==> config.mk <==
export PLATFORM = sky130hd
export DESIGN_NAME = req_stream_encap
export DESIGN_NICKNAME = d
export VERILOG_FILES = /design/src/rtl/mm_req_pkg.sv /design/src/rtl/req_slot.sv /design/src/rtl/rr_pick.sv /design/src/rtl/beat_sender.sv /design/src/rtl/req_stream_encap.sv
export SDC_FILE = /design/constraint.sdc
export NUM_CORES = 1
export LEC_CHECK = 0
export BUFFER_PORTS_ARGS = -buffer_cell sky130_fd_sc_hd__clkbuf_2
export CORE_UTILIZATION = 50
export DETAILED_ROUTE_END_ITERATION = 10
export GPL_TIMING_DRIVEN = 0
export MAX_ROUTING_LAYER = met4
export PLACE_DENSITY = 0.81
export SETUP_SLACK_MARGIN = 0.02
export SYNTH_ARGS = -nofsm -noshare
export SYNTH_HDL_FRONTEND = slang
export SYNTH_SLANG_ARGS = --single-unit
export TNS_END_PERCENT = 1
==> constraint.sdc <==
create_clock -name aclk -period 7 [get_ports aclk]
set_input_delay 0.7 -clock aclk [delete_from_list [all_inputs] [get_ports aclk]]
set_output_delay 0.7 -clock aclk [all_outputs]
set_load 0.02 [all_outputs]
==> src/rtl/mm_req_pkg.sv <==
package mm_req_pkg;

    // Number of request channels that share the stream.
    localparam int NUM_SRC = 3;
    // Width of the stream routing tag.
    localparam int TID_W   = 3;
    // Address-channel control bits: LEN 8, SIZE 3, BURST 2, LOCK 1, CACHE 4, PROT 3, QOS 4.
    localparam int ACTRL_W = 8 + 3 + 2 + 1 + 4 + 3 + 4;

    // Channel codes carried on the stream tag; the expander decodes them.
    typedef enum logic [1:0] {
        SRC_WADDR = 2'd0,
        SRC_RADDR = 2'd1,
        SRC_WDATA = 2'd2
    } src_e;

    function automatic int div_up(input int num, input int den);
        return (num + den - 1) / den;
    endfunction

    function automatic int max2(input int a, input int b);
        return (a > b) ? a : b;
    endfunction

endpackage

==> src/rtl/req_slot.sv <==
// One-entry holding register for a flattened request beat.
module req_slot #(
    parameter int VEC_W = 8
) (
    input  logic             clk,
    input  logic             rst_n,
    input  logic             in_valid,
    output logic             in_ready,
    input  logic [VEC_W-1:0] in_vec,
    input  logic             take,
    output logic             full,
    output logic [VEC_W-1:0] vec
);

    typedef struct packed {
        logic             full;
        logic [VEC_W-1:0] vec;
    } slot_t;

    slot_t s_d, s_q;

    always_comb begin
        s_d = s_q;
        if (take) begin
            s_d.full = 1'b0;
        end
        if (in_valid && !s_q.full) begin
            s_d.full = 1'b1;
            s_d.vec  = in_vec;
        end
    end

    always_ff @(posedge clk) begin
        if (!rst_n) begin
            s_q <= '0;
        end else begin
            s_q <= s_d;
        end
    end

    assign in_ready = !s_q.full;
    assign full     = s_q.full;
    assign vec      = s_q.vec;

endmodule

==> src/rtl/rr_pick.sv <==
// Round-robin selector: first requester after the last granted index.
module rr_pick #(
    parameter int N = 3,
    localparam int IW = (N > 1) ? $clog2(N) : 1
) (
    input  logic          clk,
    input  logic          rst_n,
    input  logic [N-1:0]  req,
    input  logic          load,
    output logic [IW-1:0] grant,
    output logic          any
);

    typedef struct packed {
        logic [IW-1:0] ptr;
    } rr_t;

    rr_t r_d, r_q;

    always_comb begin
        grant = r_q.ptr;
        any   = 1'b0;
        for (int k = 1; k <= N; k++) begin
            automatic int c = (int'(r_q.ptr) + k) % N;
            if (!any && req[c]) begin
                any   = 1'b1;
                grant = IW'(c);
            end
        end
    end

    always_comb begin
        r_d = r_q;
        if (load && any) begin
            r_d.ptr = grant;
        end
    end

    always_ff @(posedge clk) begin
        if (!rst_n) begin
            r_q.ptr <= IW'(N - 1);
        end else begin
            r_q <= r_d;
        end
    end

endmodule

==> src/rtl/beat_sender.sv <==
// Locks onto one held vector and emits it word by word.
module beat_sender #(
    parameter int N  = 3,
    parameter int TW = 16,
    parameter int PW = 64,
    parameter int CW = 3,
    localparam int IW = (N > 1) ? $clog2(N) : 1
) (
    input  logic          clk,
    input  logic          rst_n,
    input  logic [N-1:0]  full,
    input  logic [PW-1:0] vecs   [N],
    input  logic [CW-1:0] nbeats [N],
    output logic [N-1:0]  take,
    output logic [TW-1:0] o_data,
    output logic [IW-1:0] o_src,
    output logic          o_last,
    output logic          o_valid,
    input  logic          o_ready
);

    typedef struct packed {
        logic          active;
        logic [IW-1:0] ch;
        logic [CW-1:0] idx;
    } snd_t;

    snd_t s_d, s_q;

    logic [IW-1:0] pick_grant;
    logic          pick_any;
    logic          pick_load;
    logic          at_end;

    rr_pick #(.N(N)) u_pick (
        .clk   (clk),
        .rst_n (rst_n),
        .req   (full),
        .load  (pick_load),
        .grant (pick_grant),
        .any   (pick_any)
    );

    assign at_end = (s_q.idx == nbeats[s_q.ch] - 1'b1);

    always_comb begin
        s_d       = s_q;
        take      = '0;
        pick_load = 1'b0;
        if (!s_q.active) begin
            if (pick_any) begin
                s_d.active = 1'b1;
                s_d.ch     = pick_grant;
                s_d.idx    = '0;
                pick_load  = 1'b1;
            end
        end else if (o_ready) begin
            if (at_end) begin
                s_d.active    = 1'b0;
                take[s_q.ch]  = 1'b1;
            end else begin
                s_d.idx = s_q.idx + 1'b1;
            end
        end
    end

    always_ff @(posedge clk) begin
        if (!rst_n) begin
            s_q <= '0;
        end else begin
            s_q <= s_d;
        end
    end

    assign o_valid = s_q.active;
    assign o_src   = s_q.ch;
    assign o_last  = s_q.active && at_end;
    assign o_data  = vecs[s_q.ch][int'(s_q.idx) * TW +: TW];

endmodule

==> src/rtl/req_stream_encap.sv <==
module req_stream_encap
    import mm_req_pkg::*;
#(
    parameter int ID_W   = 4,
    parameter int ADDR_W = 32,
    parameter int DATA_W = 32,
    parameter int TBYTES = 2,
    localparam int STRB_W    = DATA_W / 8,
    localparam int TW        = 8 * TBYTES,
    localparam int A_VEC     = ID_W + ADDR_W + ACTRL_W,
    localparam int W_VEC     = DATA_W + STRB_W + 1,
    localparam int A_BEATS   = div_up(A_VEC, TW),
    localparam int W_BEATS   = div_up(W_VEC, TW),
    localparam int MAX_BEATS = max2(A_BEATS, W_BEATS),
    localparam int PW        = MAX_BEATS * TW,
    localparam int CW        = $clog2(MAX_BEATS + 1)
) (
    input  logic              aclk,
    input  logic              aresetn,
    input  logic [ID_W-1:0]   req_aw_id,
    input  logic [ADDR_W-1:0] req_aw_addr,
    input  logic [7:0]        req_aw_len,
    input  logic [2:0]        req_aw_size,
    input  logic [1:0]        req_aw_burst,
    input  logic              req_aw_lock,
    input  logic [3:0]        req_aw_cache,
    input  logic [2:0]        req_aw_prot,
    input  logic [3:0]        req_aw_qos,
    input  logic              req_aw_valid,
    output logic              req_aw_ready,
    input  logic [ID_W-1:0]   req_ar_id,
    input  logic [ADDR_W-1:0] req_ar_addr,
    input  logic [7:0]        req_ar_len,
    input  logic [2:0]        req_ar_size,
    input  logic [1:0]        req_ar_burst,
    input  logic              req_ar_lock,
    input  logic [3:0]        req_ar_cache,
    input  logic [2:0]        req_ar_prot,
    input  logic [3:0]        req_ar_qos,
    input  logic              req_ar_valid,
    output logic              req_ar_ready,
    input  logic [DATA_W-1:0] req_w_data,
    input  logic [STRB_W-1:0] req_w_strb,
    input  logic              req_w_last,
    input  logic              req_w_valid,
    output logic              req_w_ready,
    output logic [TW-1:0]     st_data,
    output logic [TBYTES-1:0] st_keep,
    output logic              st_last,
    output logic [TID_W-1:0]  st_id,
    input  logic              st_ready,
    output logic              st_valid
);

    localparam int IW = $clog2(NUM_SRC);

    // Address channels share one layout; index 0 = write, 1 = read.
    logic [A_VEC-1:0]   a_in    [2];
    logic [A_VEC-1:0]   a_held  [2];
    logic [1:0]         a_valid;
    logic [1:0]         a_ready;
    logic [W_VEC-1:0]   w_in;
    logic [W_VEC-1:0]   w_held;

    logic [NUM_SRC-1:0] full;
    logic [NUM_SRC-1:0] take;
    logic [PW-1:0]      vecs   [NUM_SRC];
    logic [CW-1:0]      nbeats [NUM_SRC];
    logic [IW-1:0]      src;

    assign a_in[0] = {req_aw_qos, req_aw_prot, req_aw_cache, req_aw_lock,
                      req_aw_burst, req_aw_size, req_aw_len, req_aw_addr, req_aw_id};
    assign a_in[1] = {req_ar_qos, req_ar_prot, req_ar_cache, req_ar_lock,
                      req_ar_burst, req_ar_size, req_ar_len, req_ar_addr, req_ar_id};
    assign a_valid = {req_ar_valid, req_aw_valid};
    assign w_in    = {req_w_last, req_w_strb, req_w_data};

    for (genvar g = 0; g < 2; g++) begin : g_aslot
        req_slot #(.VEC_W(A_VEC)) u_slot (
            .clk      (aclk),
            .rst_n    (aresetn),
            .in_valid (a_valid[g]),
            .in_ready (a_ready[g]),
            .in_vec   (a_in[g]),
            .take     (take[g]),
            .full     (full[g]),
            .vec      (a_held[g])
        );
        assign vecs[g]   = PW'(a_held[g]);
        assign nbeats[g] = CW'(A_BEATS);
    end

    req_slot #(.VEC_W(W_VEC)) u_wslot (
        .clk      (aclk),
        .rst_n    (aresetn),
        .in_valid (req_w_valid),
        .in_ready (req_w_ready),
        .in_vec   (w_in),
        .take     (take[SRC_WDATA]),
        .full     (full[SRC_WDATA]),
        .vec      (w_held)
    );
    assign vecs[SRC_WDATA]   = PW'(w_held);
    assign nbeats[SRC_WDATA] = CW'(W_BEATS);

    assign req_aw_ready = a_ready[SRC_WADDR];
    assign req_ar_ready = a_ready[SRC_RADDR];

    beat_sender #(
        .N  (NUM_SRC),
        .TW (TW),
        .PW (PW),
        .CW (CW)
    ) u_send (
        .clk     (aclk),
        .rst_n   (aresetn),
        .full    (full),
        .vecs    (vecs),
        .nbeats  (nbeats),
        .take    (take),
        .o_data  (st_data),
        .o_src   (src),
        .o_last  (st_last),
        .o_valid (st_valid),
        .o_ready (st_ready)
    );

    assign st_id   = TID_W'(src);
    assign st_keep = '1;

endmodule

# Word level (Yosys, flattened, before mapping)
# Index checks and enable logic that the tools add are counted.
totals:
  in_bits: 165
  out_inout_bits: 26
  reg_bits: 170
op_classes:
  addsub: 5
  div: 3
  reduce_logical: 19
  shifts: 1
  n_lt_le_gt_ge: 6
  n_mux: 41
  bitwise_logic: 2
  n_eq_ne: 3
op_table:
  columns: ["cell", "n"]
  rows:
  - ["binary-select mux 64 bit (select 2 bit)", 1]
  - ["2-to-1 mux 64 bit", 2]
  - ["2-to-1 mux 62 bit", 2]
  - ["< comparator 32 x 4 -> 1 bit, second input constant", 3]
  - ["modulo 32 x 3 -> 32 bit, second input constant", 3]
  - ["indexed part select 64 x 8 -> 16 bit", 1]
  - ["2-to-1 mux 38 bit", 1]
  - ["2-to-1 mux 3 bit", 8]
  - ["2-to-1 mux 1 bit", 18]
  - ["logical AND 1 bit", 8]
  - ["nonzero test 2 bit", 4]
  - ["adder 2 x 2 -> 3 bit, second input constant", 2]
  - ["binary-select mux 1 bit (select 2 bit)", 3]
  - ["binary-select mux 3 bit (select 2 bit)", 1]
  - ["2-to-1 mux 2 bit", 3]
  - ["2-to-1 mux 6 bit", 1]
  - ["logical NOT 1 bit", 5]
  - ["inequality test 2 bit, second input constant", 2]
  - ["adder 2 x 1 -> 3 bit, second input constant", 1]
  - ["adder 3 x 1 -> 3 bit, second input constant", 1]
  - ["== test 3 bit", 1]
  - ["greater-or-equal comparator 3 bit, second input constant", 1]
  - ["< comparator 2 x 3 -> 1 bit, second input constant", 1]
  - ["NOT 2 -> 3 bit", 1]
  - ["6 further kinds", 6]

# Logic depth before layout (Yosys ltp)
depth:
  ltp_word: 15
  ltp_mapped: 9

# Hierarchy
# From an unflattened synthesis, not the netlist that was laid out.
unflattened:
  cells_unflattened: 1067
  area_unflattened_um2: 9322.7
by_module_without_submodules:
  columns: ["mod", "area_per_inst_um2", "cells_per_inst", "seq_area_each_um2", "instances"]
  rows:
  - ["req_slot (g_aslot[0].u_slot ...)", 2577.5, 270, 1241.2, 2]
  - ["beat_sender", 2301.0, 314, 120.1, 1]
  - ["req_slot (u_wslot)", 1520.2, 165, 760.7, 1]
  - ["rr_pick", 316.6, 43, 40.0, 1]
  - ["req_stream_encap", 30.0, 5, 0.0, 1]

# Least setup slack after synthesis
# Ideal clock, no wire load.
synth_timing:
  path_type: "register -> register"
  start: "register with a tool-made name"
  end: "register with a tool-made name"
  path_slack_ns: 4.608
  path_buffers: 3
  required_time_ns: 6.881
  arrival_time_ns: 2.273
  stages_incl_launch_ff: 10
  path_cell_list: "dfxtp_1 -> buf_6 -> buf_6 -> buf_4 -> inv_1 -> ha_1 -> or2_1 -> a32oi_2 -> a41oi_2 -> o221a_2"

==> run summary <==
Status = finished with violations
Violated checks = design-rule violations
Ranking of synthesized cells by area = dfxtp_1 (44%), nand2_1 (16%), a21oi_1 (11%)
CP endpoint kind = primary output
Antenna fix cells = 0
I/O pin cnt = 191
Max FO, Critical Path = 10
CP Class = reg2out
R2r setup slk = 4060 ps
Placed cell area = 8780 um^2
Place WS = 4120 ps
TNS Setup = 0 ps
Distinct cells, synth = 55
Clock latency on the worst-skew pair = 440 ps
Worst setup SP type = flip-flop
Fill cells = 1330
DR WL/cell = 18.0 um
LEAKAGE = 3.88 nW
CTS clock-pin slew for the worst setup and hold paths = 60 ps
Ys flop type = dfxtp_1
Routed vias = 7782
Final hold vios = 0
Ys async rst share = 0%
Setup violators final = 0
CTS tree = built
Via-to-Cell Ratio = 5.74
# DRC = 10
Fin area = 9400 um^2
Synth Cell Area = 7610 um^2
Antenna violations before repair = 0
Clk_skew = 6.57 ps
First-pass GRT wire length = 37400 um
Area leader, netlist = dfxtp_1
CTS Hold Bufs = 0
Worst hold path type = reg2reg
Row count = 44
WP data required = 6300 ps
Hold Crit Start = u_wslot.vec[33]
Resize count post-CTS = 0
Avg Inst Size Synth = 7.99 um^2
Finished Layout Cells = 1356
Layout cell share with drive strength beyond 1 = 24.7%
Max-cap violations = 0
IO buf count = 186
Unrepaired setup endpoints after global routing = false
Tot Pwr = 2.99 mW
Total Wirelength = 24400 um
Die H = 125 um
Number of enable flip-flop cells after synthesis = 0
Htree depth = 4
Min cycle time layout = 3360 ps
Total grt overflow = 0
Max Buffers Root-to-Sink = 2
Worst vdd ir = 0.238 mV
Setup repair bufs after CTS = 0
Post-synthesis sequential area ratio = 44.4%
DRT iter0 DRCs = 758
Nets = 1329
DR pass1 iterations = 9
Setup ws final = 3640 ps
Max-slew headroom = 42.6%
Synth warn = 0
Area Growth Syn to Fin = 23.4%
Largest net degree at the start of global routing = 17
Min-Delay Endpoint = u_wslot.vec[33]
DIE WIDTH = 125 um
Vias in the first global route = 7302
CTS Root Buffer Type = clkbuf_16
Die Area = 15700 um^2
Slew Limit Fails = 0
Fin crit share = 48.0%
Power Dens Cells = 318 nW/um^2
Hold depth = 2
TritonCTS buffer count = 17
Placer congestion estimate = 0.998
Peak Freq = 0.298 GHz
Arr. time, crit path = 2660 ps
GRT Overall Usage = 32.0%
# clock sinks = 169
Number of synthesized register bits = 169
Placed Cells = 1324
Number of nets with antenna violations after routing = 0
Hold slack final = 451 ps
Post-Syn Instances = 953
Final Util = 63.9%
Worst slew pin tran = 861 ps
Core area = 14700 um^2
Hpwl dp = 17900 um
Post-synth top area share = 44.4%
Cells on worst reg2reg path = 9
Initial core utilization = 51.8%
Yosys cell counts (all sizes together) (4+ instances only):
cell type  count
mux2i         22
and2           6
buf           23
a21oi        169
o21ai         10
clkbuf        58
ha             5
and2b          4
nand2        334
mux2          38
inv           10
o22a           7
a221o         10
a311oi         5
nor2          10
o32ai         11
dfxtp        169
a221oi        23
routing by layer:
metal  wire length, um  GRT usage [%]  vias to the layer above
li1                  -              -                     3678
met1             10100           39.3                     3628
met2             11300           50.7                      398
met3              1900           5.91                       78
met4              1040           15.6                        0
met5                 0              -                        -
how the worst max path moves through the flow:
stage                    start  cells past startpoint       endpoint
2_1_floorplan        flip-flop                      9      flip-flop
3_3_place_gp         flip-flop                      6    st_data[15]
4_1_cts              flip-flop                      6    st_data[15]
6_report             flip-flop                      6    st_data[15]
3_5_place_dp         flip-flop                      9  u_send.s_q[2]
5_1_grt        u_send.o_src[1]                      6    st_data[15]
sequential cells by signal (all words and copies together), names as in the netlist, named ones only:
register / count
u_send.o_valid: 1
u_send.o_src: 1
g_aslot.u_slot.full: 2
u_wslot.vec: 37
u_send.u_pick.r_q: 1
u_wslot.full: 1
g_aslot.u_slot.vec: 122
u_send.s_q: 3
critical path, stage by stage, from the launching register on:
cell and delay [ps]:
dfxtp_1 520, buf_6 220, buf_6 190, mux2_2 360
a221oi_1 490, o32ai_1 230, clkbuf_2 200
power breakdown:
group | switching [mW] | total (mW) | internal [mW]
clock network | 0.393 | 1.00 | 0.607
registers | 0.0505 | 1.08 | 1.03
logic | 0.552 | 0.908 | 0.356
total | 0.995 | 2.99 | 1.99
layout make-up:
| class | count | area [um^2] | area share (%) |
|---|---|---|---|
| inverters | 10 | 37.5 | 0.399 |
| flip-flops and latches | 169 | 3380 | 36.0 |
| well taps | 184 | 230 | 2.45 |
| clock inverters | 11 | 169 | 1.80 |
| multi-input cells | 694 | 3820 | 40.7 |
| plain buffers | 81 | 374 | 3.98 |
| clock buffers | 21 | 450 | 4.79 |
| repair buffers | 186 | 931 | 9.90 |
cell families after synthesis:
family                   share of synthesized area [%]
buffers and inverters                             5.41
AO/OA/AOI/OAI                                     20.6
adder cells (fa/ha/maj)                          0.822
AND/OR/NAND/NOR                                   19.8
other                                           0.0986
flip-flops                                        44.4
multiplexers                                      8.86
layout by cell type, fill, tap and decap left out, types with 3 or more instances in the layout:
cell and count:
clkbuf_2 186, nand2_1 333, o32ai_1 11, nor2_1 10, buf_2 8, a221oi_1 22, clkbuf_16 17, mux2_2 37
clkinv_2 3, conb_1 3, and2_1 6, o41ai_1 3, a311oi_1 5, o21ai_0 9, ha_1 5, clkbuf_1 61
buf_4 12, inv_1 10, bufinv_16 4, mux2i_1 22, dfxtp_1 169, o22a_1 7, a21oi_1 169, a221o_1 10
nor2b_1 3
(Power assumes the default switching activity.)
